[config.mk]
export PLATFORM = sky130hd
export DESIGN_NAME = audio_frame_seq
export DESIGN_NICKNAME = d
export VERILOG_FILES = /design/src/rtl/fseq_pkg.sv /design/src/rtl/fseq_divider.sv /design/src/rtl/fseq_phase_fsm.sv /design/src/rtl/fseq_strobe_gen.sv /design/src/rtl/audio_frame_seq.sv
export SDC_FILE = /design/constraint.sdc
export NUM_CORES = 1
export LEC_CHECK = 0
export ABC_AREA = 1
export BUFFER_PORTS_ARGS = -buffer_cell sky130_fd_sc_hd__buf_2
export CORE_MARGIN = 3
export CORE_UTILIZATION = 62
export CTS_CLUSTER_SIZE = 8
export DETAILED_ROUTE_END_ITERATION = 10
export PLACE_DENSITY_LB_ADDON = 0.08
export SLEW_MARGIN = 20
export SYNTH_ARGS = -nofsm -noshare
export SYNTH_HDL_FRONTEND = slang
export SYNTH_SLANG_ARGS = --single-unit
[constraint.sdc]
create_clock -name clk -period 5.11 [get_ports clk]
set_clock_uncertainty 0.2 [all_clocks]
set_input_delay 0.511 -clock clk [delete_from_list [all_inputs] [get_ports clk]]
set_output_delay 0.511 -clock clk [all_outputs]
set_load 0.02 [all_outputs]
[src/rtl/fseq_pkg.sv]
package fseq_pkg;

    typedef enum logic [3:0] {
        FS_OFF,
        FS_P0,
        FS_P1,
        FS_P2,
        FS_P3,
        FS_P4,
        FS_P5,
        FS_P6,
        FS_P7
    } fs_state_t;

    localparam int NUM_PHASES = 8;
    localparam int PHASE_W    = $clog2(NUM_PHASES);

    function automatic logic [PHASE_W-1:0] phase_of(fs_state_t s);
        logic [PHASE_W-1:0] idx;
        unique case (s)
            FS_OFF:  idx = 3'd0;
            FS_P0:   idx = 3'd0;
            FS_P1:   idx = 3'd1;
            FS_P2:   idx = 3'd2;
            FS_P3:   idx = 3'd3;
            FS_P4:   idx = 3'd4;
            FS_P5:   idx = 3'd5;
            FS_P6:   idx = 3'd6;
            FS_P7:   idx = 3'd7;
            default: idx = 3'd0;
        endcase
        return idx;
    endfunction

endpackage

[src/rtl/fseq_divider.sv]
module fseq_divider #(
    parameter  int STEP_CLKS = 8192,
    localparam int DIV_W     = $clog2(STEP_CLKS + 1)
) (
    input  logic             clk,
    input  logic             rst_n,
    input  logic             pwr_en,
    input  logic [DIV_W-1:0] div_override,
    output logic             tick
);
    localparam logic [DIV_W-1:0] DEF_PERIOD = DIV_W'(STEP_CLKS);

    logic [DIV_W-1:0] cnt;
    logic [DIV_W-1:0] limit;

    always_comb begin
        if (div_override != '0) begin
            limit = div_override - 1'b1;
        end else begin
            limit = DEF_PERIOD - 1'b1;
        end
        tick = pwr_en && (cnt >= limit);
    end

    always_ff @(posedge clk or negedge rst_n) begin
        if (!rst_n) begin
            cnt <= '0;
        end else if (!pwr_en || tick) begin
            cnt <= '0;
        end else begin
            cnt <= cnt + 1'b1;
        end
    end
endmodule

[src/rtl/fseq_phase_fsm.sv]
module fseq_phase_fsm
    import fseq_pkg::*;
(
    input  logic      clk,
    input  logic      rst_n,
    input  logic      pwr_en,
    input  logic      tick,
    output fs_state_t state
);
    fs_state_t nxt;

    always_comb begin
        nxt = state;
        unique case (state)
            FS_OFF: nxt = tick ? FS_P1 : FS_P0;
            FS_P0:  nxt = tick ? FS_P1 : FS_P0;
            FS_P1:  nxt = tick ? FS_P2 : FS_P1;
            FS_P2:  nxt = tick ? FS_P3 : FS_P2;
            FS_P3:  nxt = tick ? FS_P4 : FS_P3;
            FS_P4:  nxt = tick ? FS_P5 : FS_P4;
            FS_P5:  nxt = tick ? FS_P6 : FS_P5;
            FS_P6:  nxt = tick ? FS_P7 : FS_P6;
            FS_P7:  nxt = tick ? FS_P0 : FS_P7;
            default: nxt = FS_OFF;
        endcase
        if (!pwr_en) begin
            nxt = FS_OFF;
        end
    end

    always_ff @(posedge clk or negedge rst_n) begin
        if (!rst_n) begin
            state <= FS_OFF;
        end else begin
            state <= nxt;
        end
    end
endmodule

[src/rtl/fseq_strobe_gen.sv]
module fseq_strobe_gen
    import fseq_pkg::*;
(
    input  logic      clk,
    input  logic      rst_n,
    input  logic      tick,
    input  fs_state_t state,
    output logic      len_stb,
    output logic      sweep_stb,
    output logic      env_stb
);
    logic d_len, d_sweep, d_env;

    always_comb begin
        d_len   = 1'b0;
        d_sweep = 1'b0;
        d_env   = 1'b0;
        unique case (state)
            FS_OFF, FS_P0, FS_P4: d_len = 1'b1;
            FS_P2, FS_P6: begin
                d_len   = 1'b1;
                d_sweep = 1'b1;
            end
            FS_P7: d_env = 1'b1;
            FS_P1, FS_P3, FS_P5: ;
            default: ;
        endcase
    end

    always_ff @(posedge clk or negedge rst_n) begin
        if (!rst_n) begin
            len_stb   <= 1'b0;
            sweep_stb <= 1'b0;
            env_stb   <= 1'b0;
        end else begin
            len_stb   <= tick && d_len;
            sweep_stb <= tick && d_sweep;
            env_stb   <= tick && d_env;
        end
    end
endmodule

[src/rtl/audio_frame_seq.sv]
module audio_frame_seq
    import fseq_pkg::*;
#(
    parameter  int STEP_CLKS = 8192,
    localparam int DIV_W     = $clog2(STEP_CLKS + 1)
) (
    input  logic             clk,
    input  logic             rst_n,
    input  logic             pwr_en,
    input  logic [DIV_W-1:0] div_override,
    output logic             len_stb,
    output logic             sweep_stb,
    output logic             env_stb,
    output logic [2:0]       phase
);
    logic      tick;
    fs_state_t state;

    fseq_divider #(.STEP_CLKS(STEP_CLKS)) u_div (
        .clk          (clk),
        .rst_n        (rst_n),
        .pwr_en       (pwr_en),
        .div_override (div_override),
        .tick         (tick)
    );

    fseq_phase_fsm u_fsm (
        .clk    (clk),
        .rst_n  (rst_n),
        .pwr_en (pwr_en),
        .tick   (tick),
        .state  (state)
    );

    fseq_strobe_gen u_stb (
        .clk       (clk),
        .rst_n     (rst_n),
        .tick      (tick),
        .state     (state),
        .len_stb   (len_stb),
        .sweep_stb (sweep_stb),
        .env_stb   (env_stb)
    );

    assign phase = phase_of(state);
endmodule

; ---- After elaboration in Yosys (flattened, before gate mapping)
; Memories as Yosys holds them, arrays and structs flattened.
; Cells that the tools add are included.
[totals]
register_bits = 21
romBits = 48
input_bits = 17
output_inout_bits = 6
elab_cells = 43
memories = 1
[memory_table]
columns = memory, words, word_bits, read_ports, rd_clocked_by_memory_dff, write_ports, line
row1 = (name not given), 16, 3, 1, 0, 0, fseq_pkg.sv:20  ; unique case (s)
[op_classes]
n_addsub = 2
magnitude_cmp = 1
n_eq_ne = 8
muxes = 15
n_reduce_logical = 11
[ops]
columns = op, count
row1 = $pmux 4 s8, 1
row2 = $mux 14, 2
row3 = $eq 4x3->1 const B, 4
row4 = $add 14x1->14 const B, 1
row5 = $ge 14x14->1, 1
row6 = $reduce_bool 14->1, 1
row7 = $sub 14x1->14 const B, 1
row8 = $mux 4, 3
row9 = $eq 4x2->1 const B, 2
row10 = $mux 1, 6
row11 = $reduce_or 5->1, 1
row12 = $eq 4x1->1 const B, 1
row13 = $eq 4x4->1 const B, 1
row14 = $logic_and 1x1->1, 4
row15 = $logic_not 4->1, 1
row16 = $mux 2, 2
row17 = $reduce_or 2->1, 2
row18 = $mux 3, 1
row19 = $logic_not 1->1, 1
row20 = $logic_or 1x1->1, 1

; ---- Longest topological paths before layout
; Gate-level depths: netlist of the first run.
[depth]
word_depth = 7
mapped_depth = 21
ltp_nobuf = 21

; ---- Cells and area by module
; A second synthesis of the first run with hierarchy kept.
[hier_totals]
cells_unflattened = 277
area_unflattened_um2 = 1931.9
[modules_own_cells]
columns = module, instances, cells_each, area_each_um2, seq_area_each_um2
row1 = fseq_divider, 1, 200, 1427.6, 350.3
row2 = fseq_phase_fsm, 1, 41, 262.8, 100.1
row3 = fseq_strobe_gen, 1, 16, 127.6, 75.1
row4 = audio_frame_seq, 1, 20, 113.9, 0.0

; ---- Worst setup path before layout of the first run
; No wires, ideal clock.
[synth_path]
path_type = input to register
start = input port div_override[0]
end = register u_fsm.state[1]
setup_ns = 0.122
t_arrival_ns = 2.572
t_required_ns = 4.788
path_slack_ns = 2.216
cell_stages = 20
path_buffers = 0
path_cell_list = inv_1 > ha_1 > nand2_1 > nor2_1 > nand3_1 > nor4_4 > inv_2 > and3_1 > ha_1 > nand2_1 > nor2_1 > nand2_1 > nor2_1 > nor2_1 > nand3_2 > nand2_2 > nand2_1 > nand2_1 > nor2_1 > nor2_1
[synth_via]
elab_chain_len = 7
word_cells_on_any_way = 11
[synth_lines]
columns = item, line
row1 = start: declaration, audio_frame_seq.sv:10  ; input logic [DIV_W-1:0] div_override,
row2 = $sub 14x1->14 / $reduce_bool 14->1 (equally long branches), "fseq_divider.sv:18, fseq_divider.sv:17"
row3 = $mux 14 *, fseq_divider.sv:17  ; if (div_override != '0) begin
row4 = $ge 14x14->1 *, fseq_divider.sv:22  ; tick = pwr_en && (cnt >= limit);
row5 = $logic_and 1x1->1 *, fseq_divider.sv:22
row6 = $mux 4 (tied with other cells), fseq_phase_fsm.sv:22  ; FS_P6: nxt = tick ? FS_P7 : FS_P6;
row7 = $pmux 4 s8 *, fseq_phase_fsm.sv:14  ; unique case (state)
row8 = $mux 4 *, fseq_phase_fsm.sv:26  ; if (!pwr_en) begin
row9 = via u_fsm.nxt[1], fseq_phase_fsm.sv:10  ; fs_state_t nxt;
row10 = end signal: assignment, fseq_phase_fsm.sv:35  ; state <= nxt;
row11 = end: declaration, fseq_phase_fsm.sv:8  ; output fs_state_t state
; Mark *: on every way through the listed nets, which the timed path passes. The rest lies on a longest branch.

; ---- Worst setup path in the final report of the first run
; Same ends and word-level chain as after synthesis.

==> flow_summary.ini, run 1 <==
[setup_path]
worst_ep_arrival_time_ps = 3060
worstPathRequired_ps = 5120
rr_worst_depth = 12
timing.setup.critical_path_class = in2reg
start_kind = input pin
critical_path.endpoint_type = flip-flop
crit_fanout = 9

[global_route]
grt_pass1_vias = 1374
grt_most_used_layer = met2
met1_usage = 0.297
gr-usage-met2 = 0.333
largest_net_degree_at_the_start_of_global_routing = 22
initial_antenna_violation_count = 0
global_route_met3_utilization = 0.0324
grt_pass1_wl_mm = 5.69
grt_use_total = 0.209
global_route.overflow_total = 0

[logic_synthesis]
postSynthRegisterBits = 21
syn_area_sq_um = 1790
ys_async_sr_fraction = 1.00
post_synthesis_cells = 246
synth_area_leader_cell = dfrtp_1
ys_seq_area_frac = 0.294
synth.area.top_cells = dfrtp_1 29%, ha_1 15%, nand2_1 11%
synth-edff-count = 0
synth_top_flop_cell = dfrtp_1
synth_top_area_share = 0.294
mappedNetlistNets = 284
synth.distinct_cells = 28
ys.warnings.count = 0
synth_area_per_cell_sq_um = 7.26

[cts]
clk_transition_reported_paths_ps = 120
numCtsBuffers = 3
numClockSinks = 21
cts_htree_levels = 1
clkLatencyLatePin_ps = 310
cts_tree = yes
clock_path_buffers = 2
clock_tree.root_cell = clkbuf_4
postCtsSetupBuffers = 0

[cells_and_area]
layout.filler_cells = 222
final_layout_size_suffix_gt1_frac = 0.176
finish.net_count = 312
diodes = 0
synthToLayoutAreaGrowth_pct = 10.4

[floorplanning]
io_pins = 23
die_height_um = 59.7
floorplan.initialDensity = 0.684
std_cell_rows = 18
die_width_um = 59.7
die-area_sq_um = 3560
placeable_core_area_sq_um = 2610

[routing]
drtIter0Drc = 86
first_pass_iters = 4
drc = 0
num_vias = 1574
avgViaCountPerCell = 5.19
wl_mm = 3.39
drt.antenna.violating_nets = 0
post_drt_wl_per_cell_um = 11.2

[run_status]
run_status = complete, no violations

[power]
pwr_dens_nw_per_um2 = 159
ir_worst_vdd_v = 0.000171
pleak_nw = 1.07

[timing]
worst_slew_pin_slew_ps = 461
final_hold_viol_count = 0
setup_violations_final = 0
maxSlewHeadroom = 0.693
setup-tns-final_ps = 0
final_min_period_over_clock_period = 0.597
rsz0062_at_grt = false
layout_setup_ws_ps = 2060
drv_slew = 0
finalWorstPathRequiredPeriod_ps = 3050
clock.fmax_mhz = 328

[place]
place_worst_setup_slack_ps = 1730
io_buffer_count = 22
dp_hpwl_mm = 2.80
routabilityCongestion = 0.892

[worst_hold_path]
whs_path_depth = 1
kind_of_path_behind_the_tightest_hold_check = reg2reg

[run]
max_cap_violations = 0
[flip-flops by register name, summed over array words and instances (netlist names)]
name	flops
u_div.cnt	14
u_stb.len_stb	1
u_fsm.state	4
u_stb.env_stb	1
u_stb.sweep_stb	1
[layout by cell type, fill, tap and decap left out, types with 2 or more instances in the layout]
cell       n
nor2_4     5
xnor2_1    4
dfrtp_1   21
nor3_2     2
nand3_1   10
nor3_1     8
nor2_2     2
ha_1      21
nand2_1   51
nor2_1    37
inv_1     36
xor2_1     7
nand3_2    2
nand2_2    5
clkbuf_4   3
o21ai_0    9
buf_2     22
a21oi_1   12
inv_2      3
[metrics by stage]
step	power (mW)	utilization	std cells	area, sq um	hold slack, ps
final	0.314	0.755	303	1970	340
after global placement	0.235	0.740	298	1930	288
after global routing	0.335	0.755	303	1970	352
after detailed placement	0.236	0.740	298	1930	292
after CTS	0.318	0.755	303	1970	342
after floorplan	0.212	-	246	1790	15.4
[power by group]
group / internal (mW) / switching [mW] / total [mW]
registers: 0.169 / 0.00414 / 0.173
clock network: 0.0293 / 0.0517 / 0.0810
logic: 0.0230 / 0.0364 / 0.0594
total: 0.222 / 0.0923 / 0.314
[synth_stat cells (2+ instances only)]
cell type   n
a21oi_1    12
dfrtp_1    21
ha_1       21
inv_1      36
inv_2       3
nand2_1    51
nand2_2     5
nand3_1    10
nand3_2     2
nor2_1     37
nor2_2      2
nor2_4      5
nor3_1      8
nor3_2      2
o21ai_0     9
xnor2_1     4
xor2_1      7
[cell families after synthesis]
| kind of cell | share of synthesized area |
|---|---|
| AND/OR/NAND/NOR | 0.344 |
| buffers and inverters | 0.0819 |
| AO/OA/AOI/OAI | 0.0791 |
| adder cells (fa/ha/maj) | 0.147 |
| flip-flops | 0.294 |
| XOR/XNOR | 0.0539 |
[per-layer routing]
| metal | vias up | wire (um) |
|---|---|---|
| met4 | 0 | 35 |
| met1 | 702 | 1730 |
| met2 | 24 | 1520 |
| li1 | 843 | - |
| met3 | 5 | 106 |
| met5 | - | 0 |
[worst max-delay path: stages]
cell,delay [ps]
buf_2,120
inv_1,50
ha_1,200
nand2_1,70
nor2_1,150
nand3_1,190
nor4_4,290
inv_2,80
o21ai_0,80
inv_1,60
ha_1,300
nand2_1,50
nor2_1,140
nand2_1,70
nor2_1,80
nor2_1,50
nand3_2,120
nand2_2,130
nand2_1,110
nand2_1,50
nor2_1,90
nor2_1,50
[final cells by class]
cell class                 count  area, sq um  share of cell area
tap                           30         37.5              0.0190
clock buffer                   3         22.5              0.0114
inverter                      39          146              0.0742
clock inverter                 1         5.00             0.00254
multi-input combinational    186         1110               0.565
timing repair buffer          23          120              0.0609
sequential                    21          526               0.266
[what timing repair did]
| item | CTS | global route |
|---|---|---|
| hold buffers | 1 | 0 |
| endpoints found under the setup margin | 0 | 0 |
| resized for setup | 0 | 0 |
| hold endpoints to repair | 21 | 0 |
[final timing paths]
path | slack, ps | end | start
max in group asynchronous | 3920 | u_div.cnt[6] | rst_n
hold reg to reg | 340 | u_div.cnt[0] | u_div.cnt[0]
setup / recovery | 2060 | u_fsm.state[1] | div_override[0]
hold / removal | 340 | u_div.cnt[0] | u_div.cnt[0]
min in group asynchronous | 470 | u_fsm.state[0] | rst_n
setup reg to reg | 3070 | u_fsm.state[1] | u_div.cnt[5]
Power figures use the tool's default switching activity.
==> run 2, diff against run 1 <==
--- a/config.mk
+++ b/config.mk
@@ -8,7 +8,7 @@
 export ABC_AREA = 1
 export BUFFER_PORTS_ARGS = -buffer_cell sky130_fd_sc_hd__buf_2
 export CORE_MARGIN = 3
-export CORE_UTILIZATION = 62
+export CORE_UTILIZATION = 58
 export CTS_CLUSTER_SIZE = 8
 export DETAILED_ROUTE_END_ITERATION = 10
 export PLACE_DENSITY_LB_ADDON = 0.08
==> constraint.sdc (replaced) <==
create_clock -name clk -period 2.9 [get_ports clk]
set_clock_uncertainty 0.2 [all_clocks]
set_input_delay 0.29 -clock clk [delete_from_list [all_inputs] [get_ports clk]]
set_output_delay 0.29 -clock clk [all_outputs]
set_load 0.02 [all_outputs]
==> run 2 against run 1 <==
  * Worst setup slack lost 2000 ps
  * Register-to-register slack got worse by 2300 ps
  * First-iteration DRC count increased by 31%
  * Via count is 6.6% higher
  * Non-clock buffer count increased by 22
  * Utilization is 5.0 points higher
  * Combinational power rose by 140%
  * Cell count up 7.6%
  * Die area increased by 6.2%
  * Clock power increased by 65%
==> flow_summary.ini, run 2 (same netlist as run 1, synthesis figures left out) <==
[run_status]
run_status = complete, no violations

[setup_path]
timing.setup.critical_path_class = in2reg
ff2ff_setup_slack_ps = 770
crit_fanout = 5
critical_path.endpoint_type = flip-flop
start_kind = input pin
worst_ep_arrival_time_ps = 2880
worstPathRequired_ps = 2930

[cells_and_area]
final_area_sq_um = 2300
final_core_utilization = 0.805
layout.filler_cells = 194
diodes = 0
max_reg_flops = 14
reg.largest.list = u_div.cnt (14), u_fsm.state (4)
layout.cells.most_common = nand2_1
max_flop_register = u_div.cnt
final_layout_size_suffix_gt1_frac = 0.319
finish.net_count = 334
instances_no_fill = 326
synthToLayoutAreaGrowth_pct = 28.6
layout_common_cells = 44 x nand2_1, 33 x inv_1, 32 x nor2_1, 21 x buf_4, 21 x dfrtp_1

[routing]
post_drt_wl_per_cell_um = 12.7
wl_mm = 4.15
drtIter0Drc = 113
num_vias = 1678
drc = 0
drt.antenna.violating_nets = 0
first_pass_iters = 4
avgViaCountPerCell = 5.15

[power]
pwr_dens_nw_per_um2 = 252
ir_worst_vdd_v = 0.000290
totalPowerFinal_mw = 0.579
pleak_nw = 1.20

[global_route]
grt_use_total = 0.208
grt_pass1_vias = 1385
grt_pass1_wl_mm = 5.87
largest_net_degree_at_the_start_of_global_routing = 22
initial_antenna_violation_count = 0
global_route.overflow_total = 0

[timing]
clock.fmax_mhz = 352
final_hold_viol_count = 0
final_min_period_over_clock_period = 0.981
maxSlewHeadroom = 0.692
drv_slew = 0
finalWorstPathRequiredPeriod_ps = 2840
setup_violations_final = 0
worst_slew_pin_slew_ps = 461
layout_setup_ws_ps = 55.9

[cts]
clk_transition_reported_paths_ps = 100
clock_tree.root_cell = clkbuf_4
clkLatencyLatePin_ps = 300
numCtsBuffers = 3
cts_tree = yes
cts_htree_levels = 1
numClockSinks = 21
clock_path_buffers = 2

[place]
number_of_cells_in_the_design_after_placement = 313
place_worst_setup_slack_ps = -142
routabilityCongestion = 0.865
dp_hpwl_mm = 2.93
io_buffer_count = 22
placement.cell_area_sq_um = 2040

[run]
max_cap_violations = 0

[floorplanning]
std_cell_rows = 19
die_width_um = 61.5
io_pins = 23
floorplan.initialDensity = 0.626
die-area_sq_um = 3780
die_height_um = 61.5
placeable_core_area_sq_um = 2850

[worst_hold_path]
kind_of_path_behind_the_tightest_hold_check = in2reg
-- run 2: changes by cell type in the layout (fill, tap and decap cells not counted), sizes merged --
cell and delta:
buf +22
-- run 2: final timing paths --
check,cells past startpoint,endpoint,start
setup / recovery,22,u_div.cnt[13],div_override[1]
hold / removal,3,u_fsm.state[0],pwr_en
setup reg to reg,12,u_div.cnt[13],u_div.cnt[4]
hold reg to reg,1,u_div.cnt[0],u_div.cnt[0]
max in group asynchronous,2,u_div.cnt[8],rst_n
min in group asynchronous,2,u_div.cnt[6],rst_n
-- run 2: cell type report --
cell class | instances | area [sq um] | share of cell area
Multi-Input combinational cell | 186 | 1250 | 0.546
Clock buffer | 3 | 22.5 | 0.00980
Inverter | 39 | 149 | 0.0648
Clock inverter | 1 | 5.00 | 0.00218
Sequential cell | 21 | 526 | 0.229
Timing Repair Buffer | 45 | 302 | 0.131
Tap cell | 31 | 38.8 | 0.0169
-- run 2: worst max-delay path, stage by stage --
cell     delay, ps
buf_4          130
inv_4           50
ha_4           150
nand2_4         50
nor2_4         140
nand3_4        100
nor4_4         380
inv_2          100
o21ai_1        120
inv_1          100
ha_4           220
nand2_2         60
nor2_2          40
nand2_1         60
nor2_1          50
nor2_2         150
nand3_4        120
nor2_4         210
buf_6          120
buf_4           90
nand2_1         40
nor2_1          90
-- run 2: power by group --
group	switching (mW)	leakage [nW]	internal (mW)	total, mW
logic	0.0805	0.890	0.0595	0.140
clock network	0.0822	0.0177	0.0513	0.134
registers	0.00724	0.290	0.298	0.306
total	0.170	1.20	0.409	0.579
-- run 2: repair_timing --
item	4_1_cts	5_1_grt
hold buffers	1	0
resized for setup	0	42
buffers inserted	0	8
setup endpoints to repair	0	21
endpoints found under the hold margin	21	0
-- run 2: layer usage --
metal,share of wire,vias to the layer above,wire [um],global-route usage
met5,0,-,0,0
met4,0.018,0,74,0.0273
met3,0.042,8,175,0.0377
met2,0.48,46,1970,0.321
met1,0.46,742,1930,0.312
li1,-,882,-,-
-- run 2: stage by stage --
step	hold WS [ps]	setup TNS (ps)
floorplan	-206	0
global placement	68.3	-250
detailed placement	70.6	-1960
CTS	144	0
global route	148	-609
finish	141	0
